<file path="config.mk">
export PLATFORM = sky130hd
export DESIGN_NAME = bankDecoder
export DESIGN_NICKNAME = d
export VERILOG_FILES = /design/src/rtl/bankdec_pkg.sv /design/src/rtl/bankdec_ctrl.sv /design/src/rtl/bankdec_dp.sv /design/src/rtl/bankDecoder.sv
export SDC_FILE = /design/constraint.sdc
export NUM_CORES = 1
export LEC_CHECK = 0
export ABC_AREA = 0
export BUFFER_PORTS_ARGS = -buffer_cell sky130_fd_sc_hd__buf_2
export CAP_MARGIN = 10
export CORE_MARGIN = 2
export CORE_UTILIZATION = 39
export DETAILED_ROUTE_END_ITERATION = 6
export PLACE_DENSITY = 0.85
export SYNTH_ARGS = -nofsm -noshare
export SYNTH_HDL_FRONTEND = slang
export SYNTH_SLANG_ARGS = --single-unit
</file>
<file path="constraint.sdc">
create_clock -name clk -period 2.1 [get_ports clk]
set_input_delay 0.105 -clock clk [delete_from_list [all_inputs] [get_ports clk]]
set_output_delay 0.105 -clock clk [all_outputs]
set_load 0.005 [all_outputs]
</file>
<file path="src/rtl/bankdec_pkg.sv">
package bankdec_pkg;
  typedef struct packed {
    logic loadBank;
    logic slotAcc;
    logic winAcc;
    logic regAcc;
  } ctrlStrb_t;
endpackage

</file>
<file path="src/rtl/bankdec_ctrl.sv">
module bankdec_ctrl
  import bankdec_pkg::*;
#(
  parameter int WIN_AW    = 11,
  parameter int REG_OFF_W = 4
) (
  input  logic              clk,
  input  logic              rstN,
  input  logic              devSelN,
  input  logic              slotSelN,
  input  logic              winStrbN,
  input  logic              rdWr,
  input  logic [WIN_AW-1:0] addr,
  output ctrlStrb_t         strb
);
  logic winEn;
  logic lastAddr;
  logic winHit;
  logic releaseHit;

  // The slot page takes priority, so a window strobe only counts when the slot select is idle.
  assign lastAddr   = &addr;
  assign winHit     = !winStrbN && slotSelN;
  assign releaseHit = winHit && lastAddr;

  always_comb begin
    strb          = '0;
    strb.slotAcc  = !slotSelN;
    strb.winAcc   = winHit && winEn && !lastAddr;
    strb.regAcc   = !devSelN && (addr[REG_OFF_W-1:0] == '0);
    strb.loadBank = strb.regAcc && !rdWr;
  end

  // The release clears the window, and a slot page touch claims it.
  always_ff @(posedge clk or negedge rstN) begin
    if (!rstN)           winEn <= 1'b0;
    else if (releaseHit) winEn <= 1'b0;
    else if (!slotSelN)  winEn <= 1'b1;
  end
endmodule

</file>
<file path="src/rtl/bankdec_dp.sv">
module bankdec_dp
  import bankdec_pkg::*;
#(
  parameter int MEM_AW      = 19,
  parameter int WIN_AW      = 11,
  parameter int ROM_AW      = 8,
  parameter int BANK_USED_W = 8,
  localparam int BANK_W     = MEM_AW - WIN_AW
) (
  input  logic              clk,
  input  logic              rstN,
  input  logic              rdWr,
  input  logic [WIN_AW-1:0] addr,
  input  logic [BANK_W-1:0] dataIn,
  input  ctrlStrb_t         strb,
  output logic [MEM_AW-1:0] memAddr,
  output logic              memCsN,
  output logic              memOeN,
  output logic              memWeN,
  output logic              bufEnN,
  output logic              bufDirRead
);
  logic [BANK_W-1:0] bankReg;
  logic [BANK_W-1:0] bankEff;
  logic              memAcc;

  always_ff @(posedge clk or negedge rstN) begin
    if (!rstN)              bankReg <= '0;
    else if (strb.loadBank) bankReg <= dataIn;
  end

  // Bank bits the fitted part does not decode are tied low, so its banks wrap.
  for (genvar i = 0; i < BANK_W; i++) begin : g_bankBit
    if (i < BANK_USED_W) begin : g_keep
      assign bankEff[i] = bankReg[i];
    end else begin : g_zero
      assign bankEff[i] = 1'b0;
    end
  end

  always_comb begin
    if (strb.slotAcc)
      memAddr = {{(MEM_AW-ROM_AW){1'b0}}, addr[ROM_AW-1:0]};
    else
      memAddr = {bankEff, addr};
  end

  assign memAcc     = strb.slotAcc || strb.winAcc;
  assign memCsN     = !memAcc;
  assign memOeN     = !(memAcc && rdWr);
  assign memWeN     = !(memAcc && !rdWr);
  assign bufEnN     = !(memAcc || strb.regAcc);
  assign bufDirRead = rdWr;
endmodule

</file>
<file path="src/rtl/bankDecoder.sv">
module bankDecoder
  import bankdec_pkg::*;
#(
  parameter int MEM_AW      = 19,
  parameter int WIN_AW      = 11,
  parameter int ROM_AW      = 8,
  parameter int REG_OFF_W   = 4,
  parameter int BANK_USED_W = 8,
  localparam int BANK_W     = MEM_AW - WIN_AW
) (
  input  logic              clk,
  input  logic              rstN,
  input  logic              devSelN,
  input  logic              slotSelN,
  input  logic              winStrbN,
  input  logic              rdWr,
  input  logic [WIN_AW-1:0] addr,
  input  logic [BANK_W-1:0] dataIn,
  output logic [MEM_AW-1:0] memAddr,
  output logic              memCsN,
  output logic              memOeN,
  output logic              memWeN,
  output logic              bufEnN,
  output logic              bufDirRead
);
  ctrlStrb_t strb;

  bankdec_ctrl #(.WIN_AW(WIN_AW), .REG_OFF_W(REG_OFF_W)) u_ctrl (
    .clk(clk), .rstN(rstN), .devSelN(devSelN), .slotSelN(slotSelN),
    .winStrbN(winStrbN), .rdWr(rdWr), .addr(addr), .strb(strb)
  );

  bankdec_dp #(.MEM_AW(MEM_AW), .WIN_AW(WIN_AW), .ROM_AW(ROM_AW),
               .BANK_USED_W(BANK_USED_W)) u_dp (
    .clk(clk), .rstN(rstN), .rdWr(rdWr), .addr(addr), .dataIn(dataIn),
    .strb(strb), .memAddr(memAddr), .memCsN(memCsN), .memOeN(memOeN),
    .memWeN(memWeN), .bufEnN(bufEnN), .bufDirRead(bufDirRead)
  );
endmodule

</file>
======== Word level (Yosys, flattened, before mapping) ========
Index checks and enable logic that the tools add are counted.
storage, ports and cells
  flip-flop bits (word level) ............. 9
  logic and storage cells ................. 27
cells by class
  multiplexer cells ....................... 3
  reductions and logical operators ........ 21
  eq/ne operators ......................... 1
operators with widths
  kind                                           count
  2-to-1 mux 19 bit                              1
  AND reduction 11 bit                           1
  logical NOT 1 bit                              9
  logical AND 1 bit                              8
  logical NOT 4 bit                              1
  logical OR 1 bit                               2
  2-to-1 mux 1 bit                               2
  != test 2 x 1 -> 1 bit, second input constant  1

======== Longest topological paths before layout ========
  depth in word-level cells ............... 7
  mapped depth ............................ 3
  mapped depth without buffers ............ 3

======== Modules after synthesis ========
Synthesis repeated with hierarchy kept, for this count alone.
second synthesis, totals
  cell total of the unflattened synthesis .. 55
  area total of the unflattened synthesis .. 598.1 um^2
by module, submodules not included
  module        seq. area each (um^2)  cells each  area each (um^2)  instances
  bankdec_dp    200.2                  42          500.5             1
  bankdec_ctrl  25.0                   13          97.6              1

======== Worst setup path before layout ========
Ideal clock, no wire load.
  kind .................................... input to register
  start ................................... input addr[0]
  end ..................................... register u_dp.bankReg[0] (netlist: u_dp.bankEff[0])
  data arrival time ....................... 1279 ps
  setup time .............................. 125 ps
  path buffers ............................ 0
  setup slack ............................. 696 ps
  cell stages on the path ................. 3
  cell sequence ........................... or4_4 -> nor3_4 -> mux2_2
between the ends
  word-level cells in the longest chain between the ends .. 3
RTL lines
  item                  line                source
  start, declared       bankDecoder.sv:17   input logic [WIN_AW-1:0] addr,
  logical NOT 4 bit     bankdec_ctrl.sv:30  strb.regAcc = !devSelN && (addr[REG_OFF_W-1:0] == '0);
  logical AND 1 bit     bankdec_ctrl.sv:30
  logical AND 1 bit     bankdec_ctrl.sv:31  strb.loadBank = strb.regAcc && !rdWr;
  end signal, assigned  bankdec_dp.sv:29    else if (strb.loadBank) bankReg <= dataIn;
  end, declared         bankdec_dp.sv:23    logic [BANK_W-1:0] bankReg;
No other way between the ends.
A chain may end at the register's enable or synchronous reset.

======== Worst setup path after layout ========
  start ................................... input addr[0]
  end ..................................... register u_dp.bankReg[6] (netlist: u_dp.bankEff[6])
Same word-level chain as after synthesis.

==> impl_metrics.json <==
{
  "slew_headroom_pct": 73.4,
  "fin_setup_tns_ps": 0,
  "area_delta_synth_final_pct": 40.3,
  "ys_types": 17,
  "cts.sinks": 9,
  "root_buffer": "clkbuf_4",
  "synth_area_um2": 556,
  "viasPerCell": 4.88,
  "wl_per_cell_um": 11.1,
  "syn_inst": 53,
  "critical_path.max_fanout": 8,
  "slowest_stage": "or4_4",
  "powerDensity_nw_per_um2": 604,
  "antenna_left": 0,
  "drt-initial-drc-count": 3,
  "crit_arrival_ps": 1480,
  "crit_path_end_kind": "register",
  "syn_nets": 78,
  "die_w_um": 41.7,
  "ys_ff_latch": 9,
  "finalSetupViolCount": 0,
  "cpPeakStageDelay_ps": 550,
  "hp-class": "in -> reg",
  "rows": 13,
  "status": "finished, final reports clean",
  "port-buffer-count": 48,
  "slew_viol_final": 0,
  "total_switching_power_mw": 0.120,
  "final_nets": 122,
  "synth_warnings": 0,
  "track_usage_pct": 14.3,
  "design.portCount": 49,
  "p_comb_share_pct": 26.0,
  "synth_top_area_share_pct": 40.5,
  "yosysSeqAreaShare_pct": 40.5,
  "power.share.sequential_pct": 45.7,
  "drt_drc_violations_left": 0,
  "initial_core_util_pct": 42.2,
  "die_area_um2": 1740,
  "path_class": "in -> reg",
  "fill_cells": 122,
  "path_clk_slew_ps": 60,
  "coreArea_um2": 1320,
  "vias": 542,
  "cts-htree-levels": 1,
  "crit_required_ps": 2240,
  "clkPwrFrac_pct": 28.3,
  "skew_ps": 0,
  "power_mw": 0.471,
  "clockBufferDepth": 2,
  "yosys.area.top_type": "dfrtp_1",
  "routed_wl_mm": 1.23,
  "drv_cap": 0,
  "antenna_cells": 0,
  "switching_share_pct": 25.5,
  "first_pass_iters": 3,
  "cts_repair_resize_count": 0,
  "overflow": 0,
  "whs_ps": 75.2,
  "cts_buffers": 3,
  "die_y_um": 41.7,
  "fin_crit_ps": 1330,
  "rsz0062_at_grt": "no",
  "postSynthAreaPerCell_um2": 10.5,
  "worstSkewPairLatency_ps": 260,
  "period_share_pct": 63.5,
  "antenna_found_initial": 0,
  "tightest_slew_ps": 397,
  "leakage_nw": 0.432,
  "grt_max_degree": 14,
  "cp_cell_sequence": "buf_2 -> or4_4 -> nor3_4 -> mux2_2",
  "dp_hpwl_um": 1000,
  "synth_area_leaders": "dfrtp_1, mux2_2, and2_1, buf_4, nor3_4",
  "place.gp.congestion": 0.662,
  "grt_pass1_wl_mm": 1.92,
  "grt_pass1_vias": 459,
  "cts_tree": "yes",
  "drive_gt1_share_pct": 63.5,
  "max_freq_mhz": 750,
  "ir_drop_uv": 398,
  "critPathLaunchType": "input pin",
  "hold_viol_final": 0,
  "internal_power_mw": 0.351
}
## Yosys cell counts (all sizes together)
master,count
nor3,2
clkbuf,1
mux2,8
buf,9
o21ai,1
o21bai,1
nand2,1
and2,11
or4,1
o41ai,1
inv,2
o311a,1
nand3,1
nor2,2
nand4,2
dfrtp,9
## kinds of logic (layout without fill, tap and decap cells)
family / count (synthesis) / after routing / share of synthesized area (%)
compound gates: 4 / 4 / 5.63
mux: 8 / 8 / 16.2
flops: 9 / 9 / 40.5
simple gates: 20 / 20 / 23.4
buf+inv: 12 / 55 / 14.2
## area by class of cell
cell class	count	area, um2	area share [%]
clock buffers	4	26.3	3.37
repair buffers	49	250	32.1
well taps	15	18.8	2.41
flip-flops and latches	9	225	28.9
inverters	2	7.51	0.963
multi-input cells	32	251	32.3
## path summary, 6_finish.rpt
path	cells after the start	slack, ps	endpoint	startpoint
worst max-delay path	4	770	u_dp.bankEff[6]	addr[0]
worst min-delay path	2	80	u_dp.bankEff[7]	dataIn[7]
worst max register to register	1	1360	u_dp.bankEff[2]	u_dp.bankEff[2]
worst min register to register	1	500	u_dp.bankEff[1]	u_dp.bankEff[1]
max in group asynchronous	2	1690	u_dp.bankEff[3]	rstN
min in group asynchronous	2	230	u_dp.bankEff[4]	rstN
## critical path: cells and delay by family
family	cells	cell delay (ps)
muxes	1	380
buffers and inverters	1	110
and+or+nand+nor	2	880
## routing by layer
layer,GRT usage [%],wire length [um],up-vias
li1,-,-,260
met5,0,0,-
met3,5.22,153,4
met4,7.74,21,0
met1,15.9,460,246
met2,23.4,592,32
## metrics by stage
stage	instance area, um2	instances	utilization, %	setup slack, ps
after CTS	779	111	59.2	738
final	779	111	59.2	766
after global routing	779	111	59.2	696
after floorplan	556	53	-	696
after detailed placement	743	106	56.4	469
after global placement	743	106	56.4	494
## sequential cells by signal, indices dropped and copies added, names as in the netlist
name          count
u_ctrl.winEn      1
u_dp.bankEff      8
## repair_timing
item | CTS | global route
buffers inserted | 0 | 0
hold buffers | 1 | 0
endpoints found under the setup margin | 0 | 0
endpoints found under the hold margin | 9 | 0
## power groups by stage
stage	logic [mW]	clock network, mW	registers (mW)
floorplan	0.0691	0	0.215
global placement	0.119	0	0.218
detailed placement	0.122	0	0.219
CTS	0.124	0.135	0.216
global route	0.135	0.144	0.219
finish	0.122	0.133	0.215
## layout by cell type (no fill, tap or decap), drive strengths merged
master	count
o41ai	1
nor3	2
clkbuf	4
and2	11
or4	1
buf	48
nand2	1
o21bai	1
o21ai	1
nand3	1
inv	2
nor2	2
dfrtp	9
o311a	1
dlygate4sd3	1
mux2	8
nand4	2
(Power assumes the default switching activity.)
